$ cat src/rtl/wtc_pkg.sv
// Package: shared types, register map and mode-word layout for the
// waveform timer channel. Assumes a mode word of 15 bits.
package wtc_pkg;

    typedef enum logic [1:0] {
        ACT_NONE = 2'b00,
        ACT_SET  = 2'b01,
        ACT_CLR  = 2'b10,
        ACT_TOG  = 2'b11
    } act_e;

    localparam int MODE_W = 15;
    localparam int PRE_W  = 7;   // prescaler width for the /128 setting

    // mode word layout
    localparam int SEL_LSB  = 0;
    localparam int SEL_W    = 3;
    localparam int A_CMP_L  = 3;
    localparam int A_PER_L  = 5;
    localparam int A_TRG_L  = 7;
    localparam int B_CMP_L  = 9;
    localparam int B_PER_L  = 11;
    localparam int B_TRG_L  = 13;

    // register addresses
    localparam logic [2:0] ADR_MODE = 3'd0;
    localparam logic [2:0] ADR_CMPA = 3'd1;
    localparam logic [2:0] ADR_CMPB = 3'd2;
    localparam logic [2:0] ADR_PER  = 3'd3;
    localparam logic [2:0] ADR_CMD  = 3'd4;
    localparam logic [2:0] ADR_CNT  = 3'd5;

    // command bits
    localparam int CMD_RUN  = 0;
    localparam int CMD_STOP = 1;
    localparam int CMD_TRIG = 2;

    // Next output level after applying one action.
    function automatic logic apply_act(input logic cur, input act_e act);
        case (act)
            ACT_SET: apply_act = 1'b1;
            ACT_CLR: apply_act = 1'b0;
            ACT_TOG: apply_act = ~cur;
            default: apply_act = cur;
        endcase
    endfunction

endpackage

$ cat src/rtl/wtc_prescaler.sv
// Tick generator: a free-running prescaler that yields one tick every
// 2, 8, 32 or 128 clocks, or passes the slow time base through.
// Assumes slow_tick is already synchronous to clk.
module wtc_prescaler
    import wtc_pkg::*;
#(
    parameter int W = PRE_W
) (
    input  logic             clk,
    input  logic             rst_n,
    input  logic             run,
    input  logic             restart,
    input  logic [SEL_W-1:0] sel,
    input  logic             slow_tick,
    output logic             tick
);

    logic [W-1:0] pre_q;
    logic         sel_hit;

    // Advance the prescaler while running; restart clears it.
    always_ff @(posedge clk) begin
        if (!rst_n)       pre_q <= '0;
        else if (restart) pre_q <= '0;
        else if (run)     pre_q <= pre_q + 1'b1;
    end

    // Decode the selected divider: tick when the low bits are all ones.
    always_comb begin
        case (sel)
            3'd0:    sel_hit = pre_q[0];
            3'd1:    sel_hit = &pre_q[2:0];
            3'd2:    sel_hit = &pre_q[4:0];
            3'd3:    sel_hit = &pre_q[W-1:0];
            default: sel_hit = slow_tick;
        endcase
    end

    assign tick = run && sel_hit;

endmodule

$ cat src/rtl/wtc_counter.sv
// Up counter with period wrap and equality detection against the period
// and against each output's own compare value. Hits are tick-qualified.
module wtc_counter #(
    parameter int CNT_W = 16,
    parameter int N_OUT = 2
) (
    input  logic                        clk,
    input  logic                        rst_n,
    input  logic                        restart,
    input  logic                        tick,
    input  logic [CNT_W-1:0]            per,
    input  logic [N_OUT-1:0][CNT_W-1:0] cmp,
    output logic [CNT_W-1:0]            cnt,
    output logic                        hit_per,
    output logic [N_OUT-1:0]            hit_cmp
);

    assign hit_per = tick && (cnt == per);

    // One equality comparator per output.
    for (genvar i = 0; i < N_OUT; i++) begin : g_cmp
        assign hit_cmp[i] = tick && (cnt == cmp[i]);
    end

    // Count ticks, wrap on the period match, restart on trigger.
    always_ff @(posedge clk) begin
        if (!rst_n)       cnt <= '0;
        else if (restart) cnt <= '0;
        else if (hit_per) cnt <= '0;
        else if (tick)    cnt <= cnt + 1'b1;
    end

endmodule

$ cat src/rtl/wtc_wave_out.sv
// One output level register. The trigger action comes first, then the
// period action, then the own-compare action. Assumes hits are tick-qualified.
module wtc_wave_out
    import wtc_pkg::*;
(
    input  logic clk,
    input  logic rst_n,
    input  logic restart,
    input  logic hit_cmp,
    input  logic hit_per,
    input  act_e act_cmp,
    input  act_e act_per,
    input  act_e act_trg,
    output logic wave
);

    // Apply the highest-priority event of this cycle.
    always_ff @(posedge clk) begin
        if (!rst_n)       wave <= 1'b0;
        else if (restart) wave <= apply_act(wave, act_trg);
        else if (hit_per) wave <= apply_act(wave, act_per);
        else if (hit_cmp) wave <= apply_act(wave, act_cmp);
    end

endmodule

$ cat src/rtl/wave_timer_chan.sv
// Waveform timer channel top: register file, command decode, read mux
// and the two output generators. Assumes CNT_W >= 16, so that the mode
// word fits in the data port.
module wave_timer_chan
    import wtc_pkg::*;
#(
    parameter int CNT_W = 16
) (
    input  logic             clk,
    input  logic             rst_n,
    input  logic             slow_tick,
    input  logic             wr_en,
    input  logic [2:0]       addr,
    input  logic [CNT_W-1:0] wr_data,
    output logic [CNT_W-1:0] rd_data,
    output logic             wave_a,
    output logic             wave_b
);

    localparam int N_OUT = 2;

    logic [MODE_W-1:0]           mode_q;
    logic [N_OUT-1:0][CNT_W-1:0] cmp_q;
    logic [CNT_W-1:0]            per_q;
    logic                        run_q;
    logic                        cmd_wr;
    logic                        sw_fire;
    logic                        tick;
    logic [CNT_W-1:0]            cnt;
    logic                        hit_per;
    logic [N_OUT-1:0]            hit_cmp;
    logic [N_OUT-1:0]            wave;
    logic [N_OUT-1:0][1:0]       act_per_v;

    assign cmd_wr  = wr_en && (addr == ADR_CMD);
    assign sw_fire = cmd_wr && wr_data[CMD_TRIG];

    // Register writes: mode, compares and period.
    always_ff @(posedge clk) begin
        if (!rst_n) begin
            mode_q <= '0;
            cmp_q  <= '0;
            per_q  <= '0;
        end else if (wr_en) begin
            case (addr)
                ADR_MODE: mode_q   <= wr_data[MODE_W-1:0];
                ADR_CMPA: cmp_q[0] <= wr_data;
                ADR_CMPB: cmp_q[1] <= wr_data;
                ADR_PER:  per_q    <= wr_data;
                default:  ;
            endcase
        end
    end

    // Run flag: stop wins over start when both are written.
    always_ff @(posedge clk) begin
        if (!rst_n)                       run_q <= 1'b0;
        else if (cmd_wr && wr_data[CMD_STOP]) run_q <= 1'b0;
        else if (cmd_wr && wr_data[CMD_RUN])  run_q <= 1'b1;
    end

    // Read multiplexer.
    always_comb begin
        rd_data = '0;
        case (addr)
            ADR_MODE: rd_data[MODE_W-1:0] = mode_q;
            ADR_CMPA: rd_data = cmp_q[0];
            ADR_CMPB: rd_data = cmp_q[1];
            ADR_PER:  rd_data = per_q;
            ADR_CNT:  rd_data = cnt;
            default:  rd_data = '0;
        endcase
    end

    wtc_prescaler #(.W(PRE_W)) i_pre (
        .clk       (clk),
        .rst_n     (rst_n),
        .run       (run_q),
        .restart   (sw_fire),
        .sel       (mode_q[SEL_LSB +: SEL_W]),
        .slow_tick (slow_tick),
        .tick      (tick)
    );

    wtc_counter #(.CNT_W(CNT_W), .N_OUT(N_OUT)) i_cnt (
        .clk     (clk),
        .rst_n   (rst_n),
        .restart (sw_fire),
        .tick    (tick),
        .per     (per_q),
        .cmp     (cmp_q),
        .cnt     (cnt),
        .hit_per (hit_per),
        .hit_cmp (hit_cmp)
    );

    // One generator per output; each picks its fields out of the mode word.
    for (genvar i = 0; i < N_OUT; i++) begin : g_out
        localparam int CL = (i == 0) ? A_CMP_L : B_CMP_L;
        localparam int PL = (i == 0) ? A_PER_L : B_PER_L;
        localparam int TL = (i == 0) ? A_TRG_L : B_TRG_L;

        assign act_per_v[i] = mode_q[PL +: 2];

        wtc_wave_out i_wave (
            .clk     (clk),
            .rst_n   (rst_n),
            .restart (sw_fire),
            .hit_cmp (hit_cmp[i]),
            .hit_per (hit_per),
            .act_cmp (act_e'(mode_q[CL +: 2])),
            .act_per (act_e'(mode_q[PL +: 2])),
            .act_trg (act_e'(mode_q[TL +: 2])),
            .wave    (wave[i])
        );
    end

    assign wave_a = wave[0];
    assign wave_b = wave[1];

endmodule

$ cat config.mk
export PLATFORM = sky130hd
export DESIGN_NAME = wave_timer_chan
export DESIGN_NICKNAME = d
export VERILOG_FILES = /design/src/rtl/wtc_pkg.sv /design/src/rtl/wtc_prescaler.sv /design/src/rtl/wtc_counter.sv /design/src/rtl/wtc_wave_out.sv /design/src/rtl/wave_timer_chan.sv
export SDC_FILE = /design/constraint.sdc
export NUM_CORES = 1
export LEC_CHECK = 0
export BUFFER_PORTS_ARGS = -buffer_cell sky130_fd_sc_hd__buf_2
export CORE_AREA = 3 3 116 118
export DETAILED_ROUTE_END_ITERATION = 6
export DIE_AREA = 0 0 119 121
export HOLD_SLACK_MARGIN = 0.06
export REMOVE_ABC_BUFFERS = 1
export SLEW_MARGIN = 10
export SYNTH_ARGS = -nofsm -noshare
export SYNTH_HDL_FRONTEND = slang
export SYNTH_SLANG_ARGS = --single-unit
$ cat constraint.sdc
create_clock -name clk -period 4.75 [get_ports clk]
set_clock_uncertainty 0.2 [all_clocks]
set_input_delay 0.475 -clock clk [delete_from_list [all_inputs] [get_ports clk]]
set_output_delay 0.475 -clock clk [all_outputs]
set_load 0.01 [all_outputs]
# Word-level counts from Yosys, hierarchy flattened
# Cells that the tools add are included.
[classes]
n_reduce_logical = 26
n_bitwise = 3
muxes = 15
add_sub_neg = 2
eq_ne = 33
[op_table]
columns = ["op", "count"]
rows = [
  ["$pmux W15 S5", 1],
  ["$eq A16 B16 Y1", 3],
  ["$eq A2 B2 Y1 const B", 12],
  ["$pmux W1 S3", 6],
  ["$add A16 B1 Y16 const B", 1],
  ["$eq A2 B1 Y1 const B", 6],
  ["$eq A3 B2 Y1 const B", 4],
  ["$reduce_bool A5 Y1", 2],
  ["$logic_and A1 B1 Y1", 8],
  ["$pmux W1 S4", 2],
  ["$reduce_and A2 Y1", 4],
  ["$reduce_and A4 Y1", 2],
  ["$add A7 B1 Y7 const B", 1],
  ["$reduce_and A7 Y1", 1],
  ["$eq A3 B1 Y1 const B", 2],
  ["$eq A3 B3 Y1 const B", 2],
  ["$logic_not A3 Y1", 2],
  ["$mux W1", 6],
  ["$reduce_bool A3 Y1", 2],
  ["$ne A5 B1 Y1 const B", 1],
  ["$ne A5 B4 Y1 const B", 1],
  ["$reduce_and A5 Y1", 1],
  ["$ne A4 B1 Y1 const B", 1],
  ["$ne A4 B4 Y1 const B", 1],
  ["other kinds (4)", 7],
]
[totals]
regBits = 89
word_cells = 88
out_inout_bits = 18

# Depth between registers and ports, before layout
# Gate-level depths: netlist of run 1.
[logic_depth]
ltp_word = 7
mapped_depth = 11

# Modules after synthesis
# Synthesis of run 1 repeated with hierarchy kept, for this count alone.
[hier_totals]
hier_cells = 587
hier_area_um2 = 4909.7
[by_module_without_submodules]
columns = ["module", "area_each_um2", "n_inst", "cells_each", "seq_area_each_um2"]
rows = [
  ["wave_timer_chan", 3034.2, 1, 367, 1281.2],
  ["wtc_counter", 1316.3, 1, 158, 320.3],
  ["wtc_prescaler", 386.6, 1, 42, 140.1],
  ["wtc_wave_out", 86.3, 2, 10, 20.0],
]

# Least setup slack after synthesis of run 1
# No wires, ideal clock.
[synth_timing]
path_type = "register -> register"
start = "register i_pre.pre_q[0]"
end = "register g_out[0].i_wave.wave"
required_time_ns = 4.481
stages_incl_launch_ff = 11
path_slack_ns = 2.395
synth_period_minus_slack_ns = 2.355
arrival_ns = 2.087
setup_ns = 0.069
path_cell_list = "dfxtp_1 > ha_1 > and3_1 > ha_1 > mux2i_1 > a211oi_2 > and2_1 > buf_6 > a21oi_2 > or4_1 > o21ai_1"
[synth_via]
elab_chain_cells = 6
word_cells_on_any_way = 13
[synth_lines]
columns = ["element", "line_no", "rtl"]
rows = [
  ["from (decl)", "wtc_prescaler.sv:18", "logic [W-1:0] pre_q;"],
  ["from (signal assigned)", "wtc_prescaler.sv:25", "else if (run) pre_q <= pre_q + 1'b1;"],
  ["$reduce_and A7 Y1, or another cell as far along", "wtc_prescaler.sv:34", "3'd3: sel_hit = &pre_q[W-1:0];"],
  ["$pmux W1 S4 (*)", "wtc_prescaler.sv:30", "case (sel)"],
  ["$logic_and A1 B1 Y1 (*)", "wtc_prescaler.sv:39", "assign tick = run && sel_hit;"],
  ["$logic_and A1 B1 Y1 (on tied branches)", "wtc_counter.sv:18, wtc_counter.sv:22", ""],
  ["$ne A5 B4 Y1 (no line), or another cell as far along", "n/a", ""],
  ["$reduce_and A4 Y1 (no line) or $mux W1 (tied branches)", "n/a", ""],
  ["to (signal assigned)", "wtc_wave_out.sv:20", "else if (restart) wave <= apply_act(wave, act_trg);"],
  ["to (signal assigned)", "wtc_wave_out.sv:21", "else if (hit_per) wave <= apply_act(wave, act_per);"],
  ["to (signal assigned)", "wtc_wave_out.sv:22", "else if (hit_cmp) wave <= apply_act(wave, act_cmp);"],
  ["to (decl)", "wtc_wave_out.sv:14", "output logic wave"],
]
# Mark *: on every way between the ends. The rest lies on a longest branch, timed or not.
# A chain may end at the register's enable or synchronous reset.

# Worst setup path after layout of run 1
[layout_timing]
start = "register i_pre.pre_q[0]"
end = "register i_cnt.cnt[8]"
[layout_via]
elab_chain_cells = 5
word_cells_on_any_way = 7
[layout_lines]
columns = ["element", "line_no", "rtl"]
rows = [
  ["$reduce_and A7 Y1, or another cell as far along", "wtc_prescaler.sv:34", ""],
  ["$pmux W1 S4 (*)", "wtc_prescaler.sv:30", ""],
  ["$logic_and A1 B1 Y1 (*)", "wtc_prescaler.sv:39", ""],
  ["$logic_and A1 B1 Y1", "wtc_counter.sv:18", "assign hit_per = tick && (cnt == per);"],
  ["$reduce_or A3 Y1 (no line)", "n/a", ""],
  ["to (signal assigned)", "wtc_counter.sv:30", "else if (tick) cnt <= cnt + 1'b1;"],
  ["to (decl)", "wtc_counter.sv:13", "output logic [CNT_W-1:0] cnt,"],
]
# Marks and branches as above.

==> results.yml, run 1 <==
placed_design:
  hpwlAfterDp_um: 9945
  gp_congestion: 0.8755
  io_buffers: 40
  pre_cts_ws_ns: 1.823
  place_area_sq_mm: 0.005146
global_routing:
  grt_max_degree: 66
  antenna_found_initial: 0
  grt_first_pass_wirelength_um: 22950
  grt_overflow: 0
  first_global_vias: 4369
  grt_usage: 0.2036
layout:
  nets: 677
  synthToLayoutAreaGrowth_pct: 9.616
  antenna_cells: 0
  final_util: 0.4324
  design_area_sq_mm: 0.005434
  drive_above_1_share: 0.1096
yosys:
  synth_seq_area_share: 0.3594
  async_flop_share: 0
  ys.flop_type: "dfxtp_1"
  synth.distinct_cells: 46
  yosys_register_bits: 89
  syn_area_sq_mm: 0.004957
  yosysWarnings: 0
  syn_area_per_cell_sq_um: 7.734
  synth_top_area_frac: 0.3594
  synth.largest_area_cell: "dfxtp_1"
  synth_area_leaders: "dfxtp_1, nand2_1, xnor2_1, mux2i_1, a21oi_1"
  synthCells: 641
  synth-edff-count: 0
  synth_most_common_cell: "nand2_1"
  synth_commonest_cells: "nand2_1, dfxtp_1, a21oi_1, xnor2_1, mux2i_1"
pwr:
  pwr_density_cell_mw_per_mm2: 293.5
  p_seq_frac: 0.483
  power.internal_mw: 1.194
  power_frac_comb: 0.082
  leakage_nw: 1.998
  clockPowerShare: 0.435
  p_sw_frac: 0.2514
  switching_power_uw: 400.9
  ir_drop_v: 0.0001644
drt:
  routed_via_density: 5.445
  dr_total_vias: 4465
  drtIter0Drc: 357
  drtAntennaViolNets: 0
  routedWlPerCell_um: 17.60
  dr.pass1.iters: 5
  wl_um: 14430
  drc_errors: 0
clock_network:
  cts.sinks: 89
  post_cts_buffers: 0
  clk_latency_ns: 0.35
  cts_resized: 0
  cts_tree: "done"
  cts_buffer_depth: 2
  path_clk_slew_ns: 0.06
  ctsHoldBuffers: 0
  h-tree-depth: 3
  cts-root-buf: "clkbuf_16"
  cts_buffers: 9
timing:
  drv_slew: 0
  tightestPinTransition_ns: 1.161
  setup_viol: 0
  max_slew_margin: 0.2248
  clock.fmax_mhz: 340.5
  fin_tns_setup_ns: 0
  finalCritPeriodShare: 0.6182
  post-route-min-period_ns: 2.936
  rsz0062_at_grt: "false"
  hold_violations: 0
  fin_ws_ns: 1.814
  hold_ws_ns: 0.1909
floorplanning:
  die_h_um: 121
  ios: 41
  die_x_um: 119
  core-area_sq_mm: 0.01257
  rows: 41
  initial_utilization: 0.3944
  die_area_sq_mm: 0.01440
worst_setup_path:
  critPathMaxFanout: 16
  critPathKind: "register to register"
  critical_path_required_ns: 4.76
  arrival_ns: 2.95
  cp-end-kind: "register"
  startpoint_type: "register"
status:
  outcome: "finished clean"
min_path:
  hold_class: "input port to register"
run:
  cap_violations: 0
-- final timing paths --
path	from	end	slack, ns	depth (start not counted)
max	i_pre.pre_q[0]$_SDFFE_PP0P_	i_cnt.cnt[8]$_SDFFE_PP0P_	1.81	9
max reg2reg	i_pre.pre_q[0]$_SDFFE_PP0P_	i_cnt.cnt[8]$_SDFFE_PP0P_	1.81	9
min	wr_data[15]	cmp_q[31]$_SDFFE_PN0P_	0.19	3
min reg2reg	cmp_q[4]$_SDFFE_PN0P_	cmp_q[4]$_SDFFE_PN0P_	0.28	2
-- power groups by stage --
stage / logic [mW] / registers (mW) / clock network, mW
6_report: 0.131 / 0.771 / 0.693
5_1_grt: 0.142 / 0.772 / 0.724
4_1_cts: 0.129 / 0.771 / 0.700
3_5_place_dp: 0.129 / 0.787 / 0
3_3_place_gp: 0.126 / 0.787 / 0
2_1_floorplan: 0.0692 / 0.784 / 0
-- state kept, by name, indices dropped and copies added, names as in the netlist --
| name | cells |
|---|---|
| g_out.i_wave.wave | 2 |
| cmp_q | 32 |
| i_cnt.cnt | 16 |
| i_pre.pre_q | 7 |
| run_q | 1 |
| mode_q | 15 |
| per_q | 16 |
-- area by class of cell --
| cell class | instances | area (sq um) |
|---|---|---|
| Multi-Input combinational cell | 492 | 2903 |
| Tap cell | 172 | 215.2 |
| Clock buffer | 12 | 266.5 |
| Fill cell | 1286 | 7134 |
| Inverter | 10 | 37.54 |
| Timing Repair Buffer | 42 | 215.2 |
| Sequential cell | 89 | 1782 |
| Clock inverter | 3 | 15.01 |
-- cell usage in the layout (no fill, tap or decap), types with 2 or more instances in the layout --
| master | instances |
|---|---|
| or2_2 | 2 |
| nand4_1 | 14 |
| xnor2_1 | 42 |
| and3_2 | 2 |
| a21oi_1 | 68 |
| and2_1 | 3 |
| buf_4 | 2 |
| clkbuf_8 | 3 |
| xor2_1 | 24 |
| nor2_1 | 34 |
| buf_2 | 40 |
| ha_1 | 10 |
| o21ai_0 | 33 |
| clkinv_2 | 3 |
| inv_1 | 9 |
| dfxtp_1 | 89 |
| a211oi_1 | 2 |
| or3_1 | 2 |
| or4_1 | 2 |
| and4_1 | 3 |
| nor2b_1 | 7 |
| a221oi_1 | 3 |
| nor3_1 | 2 |
| and3_1 | 3 |
| clkbuf_16 | 9 |
| nor4b_1 | 2 |
| mux2i_1 | 35 |
| nor4_1 | 4 |
| nand2_1 | 168 |
| a311oi_1 | 2 |
| nand3_1 | 8 |
-- routing by layer --
metal	global-route usage	vias up	wire length, um	share of wire
met5	0	-	0	0
met4	0.1209	0	613	0.042
met2	0.3444	145	6967	0.48
met3	0.03030	44	720	0.050
met1	0.2450	2121	6130	0.42
li1	-	2155	-	-
-- through the flow --
| step | instances | power (mW) |
|---|---|---|
| 3_5_place_dp | 805 | 0.9161 |
| 5_1_grt | 820 | 1.638 |
| 4_1_cts | 820 | 1.600 |
| 2_1_floorplan | 591 | 0.8528 |
| 3_3_place_gp | 805 | 0.9130 |
| 6_report | 820 | 1.595 |
-- logic make-up after synthesis --
logic type	synth area share
adder cells (fa/ha/maj)	0.02524
AND/OR/NAND/NOR	0.2347
XOR/XNOR	0.1166
flip-flops	0.3594
buffers and inverters	0.05729
AO/OA/AOI/OAI	0.1292
multiplexers	0.07749
-- critical path, cell delays in order, from the launching register on --
cell,delay [ns]
dfxtp_1,0.40
ha_1,0.22
and3_1,0.17
ha_1,0.15
mux2i_1,0.08
a211oi_2,0.28
and2_1,0.47
nand2_1,0.19
nand3_1,0.52
nor2_1,0.11
(Power assumes the default switching activity.)
==> inputs of run 2 (changes only) <==
--- a/config.mk
+++ b/config.mk
@@ -5,6 +5,7 @@
 export SDC_FILE = /design/constraint.sdc
 export NUM_CORES = 1
 export LEC_CHECK = 0
+export ABC_AREA = 1
 export BUFFER_PORTS_ARGS = -buffer_cell sky130_fd_sc_hd__buf_2
 export CORE_AREA = 3 3 116 118
 export DETAILED_ROUTE_END_ITERATION = 6
==> constraint.sdc (replaced) <==
create_clock -name clk -period 2.55 [get_ports clk]
set_clock_uncertainty 0.2 [all_clocks]
set_input_delay 0.255 -clock clk [delete_from_list [all_inputs] [get_ports clk]]
set_output_delay 0.255 -clock clk [all_outputs]
set_load 0.01 [all_outputs]
==> results.yml, run 2 <==
pwr:
  ir_drop_v: 0.0003872
  pwr_density_cell_mw_per_mm2: 535.8
  power_mw: 3.104
  leakage_nw: 2.395
yosys:
  yosys_register_bits: 89
  synthCells: 707
  synth_most_common_cell: "nand2_1"
  async_flop_share: 0
  synth_top_area_frac: 0.3608
  syn_area_sq_mm: 0.004938
  synth.distinct_cells: 39
  yosysWarnings: 0
  synth_seq_area_share: 0.3608
  synth_area_leaders: "dfxtp_1, nand2_1, o21ai_0, nor2_1, a21oi_1"
  ys.flop_type: "dfxtp_1"
  synth-edff-count: 0
  synth.largest_area_cell: "dfxtp_1"
  synth_commonest_cells: "nand2_1, nor2_1, dfxtp_1, o21ai_0, inv_1"
  syn_area_per_cell_sq_um: 6.985
floorplanning:
  initial_utilization: 0.3929
  die_x_um: 119
  ios: 41
  core-area_sq_mm: 0.01257
  die_area_sq_mm: 0.01440
  rows: 41
  die_h_um: 121
timing:
  post-route-min-period_ns: 2.291
  clock.fmax_mhz: 436.5
  fin_ws_ns: 0.2593
  setup_viol: 0
  rsz0062_at_grt: "false"
  max_slew_margin: 0.4172
  fin_tns_setup_ns: 0
  hold_violations: 0
  hold_ws_ns: 0.08345
  drv_slew: 0
  finalCritPeriodShare: 0.8983
  tightestPinTransition_ns: 0.8732
drt:
  wl_um: 15000
  dr_total_vias: 4810
  drtAntennaViolNets: 0
  routed_via_density: 5.161
  dr.pass1.iters: 7
  drc_errors: 0
  drtIter0Drc: 345
  routedWlPerCell_um: 16.09
layout:
  synthToLayoutAreaGrowth_pct: 17.33
  nets: 789
  stdcell_count: 932
  drive_above_1_share: 0.1329
  regMostFlops: "cmp_q"
  antenna_cells: 0
  layout_top_registers: "cmp_q (32), i_cnt.cnt (16), per_q (16)"
  fillCellCount: 1301
  largest_reg_flops: 32
  layout_commonest_cell: "nand2_1"
  final_cell_mix: "nand2_1, nor2_1, dfxtp_1, o21ai_0, inv_1"
worst_setup_path:
  startpoint_type: "register"
  critPathMaxFanout: 5
  rrSetupSlack_ns: 0.26
  crit_end: "i_cnt.cnt[10]$_SDFFE_PP0P_"
  critical_path_required_ns: 2.62
  r2r_start: "i_pre.pre_q[1]$_SDFFE_PP0P_"
  arrival_ns: 2.36
  cp-end-kind: "register"
  critPathKind: "register to register"
  reg2regPathDepth: 13
  crit_start: "i_pre.pre_q[1]$_SDFFE_PP0P_"
  r2r_end: "i_cnt.cnt[10]$_SDFFE_PP0P_"
clock_network:
  cts-root-buf: "clkbuf_16"
  h-tree-depth: 3
  cts_buffers: 9
  clk_latency_ns: 0.35
  post_cts_buffers: 0
  cts_tree: "done"
  cts.sinks: 89
  cts_buffer_depth: 2
  path_clk_slew_ns: 0.06
status:
  outcome: "finished clean"
placed_design:
  io_buffers: 40
  pre_cts_ws_ns: 0.1923
  place_inst: 900
  hpwlAfterDp_um: 10650
  gp_congestion: 0.8816
min_path:
  hold_class: "input port to register"
global_routing:
  antenna_found_initial: 0
  grt_usage: 0.2168
  first_global_vias: 4792
  grt_overflow: 0
  grt_first_pass_wirelength_um: 24650
  grt_max_degree: 34
run:
  cap_violations: 0
## run 2: cells by family (layout without fill, tap and decap cells)
group                    Yosys count  in the layout  synth area share
AND/OR/NAND/NOR                  278            278            0.2511
AO/OA/AOI/OAI                    173            173            0.1974
buffers and inverters            116            169           0.09273
flip-flops                        89             89            0.3608
XOR/XNOR                          41             41           0.07271
adder cells (fa/ha/maj)           10             10           0.02534
## run 2: cell type report
type / instances / area (sq um) / area share
timing repair buffer: 72 / 483.0 / 0.08335
sequential: 89 / 1783 / 0.3077
clock buffer: 12 / 256.5 / 0.04427
clock inverter: 3 / 40.04 / 0.006910
tap: 172 / 215.2 / 0.03714
inverter: 82 / 307.8 / 0.05312
multi-input combinational: 502 / 2709 / 0.4675
## run 2: where the power goes
part	switching, mW	total (mW)	leakage [nW]	internal (mW)
Combinational	0.192	0.300	1.52	0.108
Sequential	0.0303	1.46	0.722	1.43
Clock	0.543	1.35	0.148	0.804
Total	0.765	3.10	2.40	2.34
## run 2: layer usage
metal	wire length, um	track usage	vias up
li1	-	-	2412
met1	6763	0.2700	2212
met2	7197	0.3684	161
met3	820	0.05967	25
met4	215	0.06010	0
met5	0	0	-
## run 2: how the worst min path moves through the flow
stage               cells after the start  slack [ns]                       to                    from
detailed placement                      2        0.27   cmp_q[19]$_SDFFE_PN0P_  cmp_q[19]$_SDFFE_PN0P_
finish                                  3        0.08  mode_q[10]$_SDFFE_PN0P_                   wr_en
global placement                        2        0.26   cmp_q[19]$_SDFFE_PN0P_  cmp_q[19]$_SDFFE_PN0P_
CTS                                     3        0.07  mode_q[10]$_SDFFE_PN0P_                   wr_en
global route                            3        0.08   mode_q[4]$_SDFFE_PN0P_                   wr_en
floorplan                               1        0.17       run_q$_SDFFE_PP0P_              wr_data[1]
## run 2: worst max-delay path: stages (launching register included)
cell and delay, ns:
dfxtp_1 0.35, ha_1 0.17, nand2_1 0.09, nor2_4 0.11, ha_1 0.15, nor2_1 0.05
nor3_2 0.12, nand2_2 0.09, a21boi_4 0.23, buf_4 0.19, nand2_4 0.08, nor2_4 0.12
nand2_1 0.06, a21oi_1 0.18
## run 2: through the flow
| step | area [sq um] | util |
|---|---|---|
| finish | 5794 | 0.4610 |
| detailed placement | 5316 | 0.4230 |
| global route | 5794 | 0.4610 |
| CTS | 5783 | 0.4601 |
| floorplan | 4788 | - |
| global placement | 5316 | 0.4230 |
## run 2: what timing repair did
action | 4_1_cts | 5_1_grt
endpoints found under the setup margin | 0 | 2
resized for setup | 0 | 3
hold buffers | 17 | 0
endpoints found under the hold margin | 54 | 0
==> inputs of run 3 (changes only) <==
--- a/config.mk
+++ b/config.mk
@@ -8,6 +8,7 @@
 export ABC_AREA = 1
 export BUFFER_PORTS_ARGS = -buffer_cell sky130_fd_sc_hd__buf_2
 export CORE_AREA = 3 3 116 118
+export CTS_BUF_LIST = sky130_fd_sc_hd__clkbuf_4 sky130_fd_sc_hd__clkbuf_8
 export DETAILED_ROUTE_END_ITERATION = 6
 export DIE_AREA = 0 0 119 121
 export HOLD_SLACK_MARGIN = 0.06
==> results.yml, run 3 (synthesized netlist as in run 2, its figures left out) <==
layout:
  regMostFlops: "cmp_q"
  final_cell_mix: "nand2_1, nor2_1, dfxtp_1, o21ai_0, inv_1"
  fillCellCount: 1293
  drive_above_1_share: 0.1327
  multi_input_area_sq_mm: 0.002709
  antenna_cells: 0
  layout_commonest_cell: "nand2_1"
  layout_top_registers: "cmp_q (32), i_cnt.cnt (16), per_q (16)"
  design_area_sq_mm: 0.005705
  largest_reg_flops: 32
  seqCellArea_sq_mm: 0.001782
  nets: 790
  synthToLayoutAreaGrowth_pct: 15.53
worst_setup_path:
  critical_path_required_ns: 2.64
  critPathMaxFanout: 5
  crit_buf_inv: 1
  critPathKind: "register to register"
  startpoint_type: "register"
  cp-end-kind: "register"
  arrival_ns: 2.42
  cp_slowest_cell: "dfxtp_1"
  reg2regPathDepth: 13
  slowest_delay_ns: 0.39
  path_cells: "ha_1, nand2_1, nor2_4, ha_1, nor2_1, nor3_2, nand2_2, a21boi_4, buf_4, nand2_4, nor2_4, nand2_1, a21oi_1"
  critical_path.top_delay_family: "simple AND/OR/NAND/NOR gates"
  r2r_end: "i_cnt.cnt[10]$_SDFFE_PP0P_"
  r2r_start: "i_pre.pre_q[0]$_SDFFE_PP0P_"
  rrSetupSlack_ns: 0.22
run:
  cap_violations: 0
global_routing:
  grt_overflow: 0
  antenna_found_initial: 0
  grt_max_degree: 34
  first_global_vias: 4726
  grt_usage: 0.2148
  grt_first_pass_wirelength_um: 24540
drt:
  routedWlPerCell_um: 16.12
  drtAntennaViolNets: 0
  wl_um: 15040
  drtIter0Drc: 391
  dr_total_vias: 4833
  wl_met1_um: 6717
  routed_via_density: 5.180
  wl_met3_um: 951
  topRoutingLayerUsed: "met4"
  drc_errors: 0
  wl_met2_um: 7173
  dr.pass1.iters: 5
clock_network:
  cts_tree: "done"
  path_clk_slew_ns: 0.09
  cts.sinks: 89
  h-tree-depth: 3
  post_cts_buffers: 0
  cts_buffers: 9
  cts-root-buf: "clkbuf_8"
  clk_latency_ns: 0.37
  cts_buffer_depth: 2
timing:
  tightestPinTransition_ns: 0.8923
  rsz0062_at_grt: "false"
  finalCritPeriodShare: 0.9128
  hold_violations: 0
  clock.fmax_mhz: 429.6
  fin_tns_setup_ns: 0
  max_slew_margin: 0.4045
  post-route-min-period_ns: 2.328
  setup_viol: 0
  drv_slew: 0
  fin_ws_ns: 0.2224
pwr:
  pwr_density_cell_mw_per_mm2: 483.9
  ir_drop_v: 0.0003979
  leakage_nw: 2.356
floorplanning:
  ios: 41
  rows: 41
  core-area_sq_mm: 0.01257
  die_h_um: 121
  die_x_um: 119
  initial_utilization: 0.3929
  die_area_sq_mm: 0.01440
placed_design:
  gp_congestion: 0.8816
  place_area_sq_mm: 0.005316
  pre_cts_ws_ns: 0.1923
  io_buffers: 40
  hpwlAfterDp_um: 10650
min_path:
  hold_end: "g_out[1].i_wave.wave$_SDFFE_PN0P_"
  hold_start: "rst_n"
  hold_class: "input port to register"
  holdPathStages: 3
status:
  outcome: "finished clean"
[run 3: area by class of cell]
cell class | count | share of cell area
multi-input cells | 502 | 0.4748
flip-flops and latches | 89 | 0.3123
repair buffers | 73 | 0.08640
inverters | 82 | 0.05395
well taps | 172 | 0.03772
clock buffers | 12 | 0.02785
clock inverters | 3 | 0.007018
[run 3: per-stage QoR]
stage               std cells  power, mW    util  hold WS (ns)
CTS                       933      2.792  0.4532        0.1135
global route              933      2.894  0.4540        0.1391
detailed placement        900      1.765  0.4230        0.2664
finish                    933      2.761  0.4540        0.1367
floorplan                 673      1.633       -        0.1679
global placement          900      1.760  0.4230        0.2643
[run 3: report_power, final]
group | internal [mW] | leakage [nW] | switching (mW) | total, mW
registers | 1.43 | 0.721 | 0.0303 | 1.46
logic | 0.109 | 1.53 | 0.193 | 0.302
clock network | 0.509 | 0.106 | 0.494 | 1.00
total | 2.04 | 2.36 | 0.717 | 2.76
[run 3: worst max-delay path by stage]
stage,startpoint,to,slack [ns],cells after the start
floorplan,i_pre.pre_q[0]$_SDFFE_PP0P_,i_cnt.cnt[9]$_SDFFE_PP0P_,0.44,12
global placement,i_pre.pre_q[0]$_SDFFE_PP0P_,i_cnt.cnt[13]$_SDFFE_PP0P_,0.26,15
detailed placement,i_pre.pre_q[0]$_SDFFE_PP0P_,i_cnt.cnt[9]$_SDFFE_PP0P_,0.19,14
CTS,i_pre.pre_q[0]$_SDFFE_PP0P_,i_cnt.cnt[9]$_SDFFE_PP0P_,0.16,14
global route,i_pre.pre_q[0]$_SDFFE_PP0P_,i_cnt.cnt[13]$_SDFFE_PP0P_,0.002,14
finish,i_pre.pre_q[0]$_SDFFE_PP0P_,i_cnt.cnt[10]$_SDFFE_PP0P_,0.22,13
[run 3: per-layer routing]
| layer | vias up | GRT usage |
|---|---|---|
| met5 | - | 0 |
| met4 | 0 | 0.04562 |
| met1 | 2255 | 0.2732 |
| li1 | 2414 | - |
| met3 | 22 | 0.05921 |
| met2 | 142 | 0.3645 |
[run 3: worst reg2reg max path, stage by stage (launching register included)]
cell and delay (ns):
dfxtp_1 0.39, ha_1 0.19, nand2_1 0.09, nor2_4 0.11
ha_1 0.15, nor2_1 0.05, nor3_2 0.12, nand2_2 0.09
a21boi_4 0.22, buf_4 0.19, nand2_4 0.08, nor2_4 0.12
nand2_1 0.06, a21oi_1 0.18
[run 3: timing repair]
action | CTS | global route
hold buffers | 18 | 0
endpoints found under the hold margin | 63 | 0
setup endpoints to repair | 0 | 2
gates resized for setup | 0 | 2
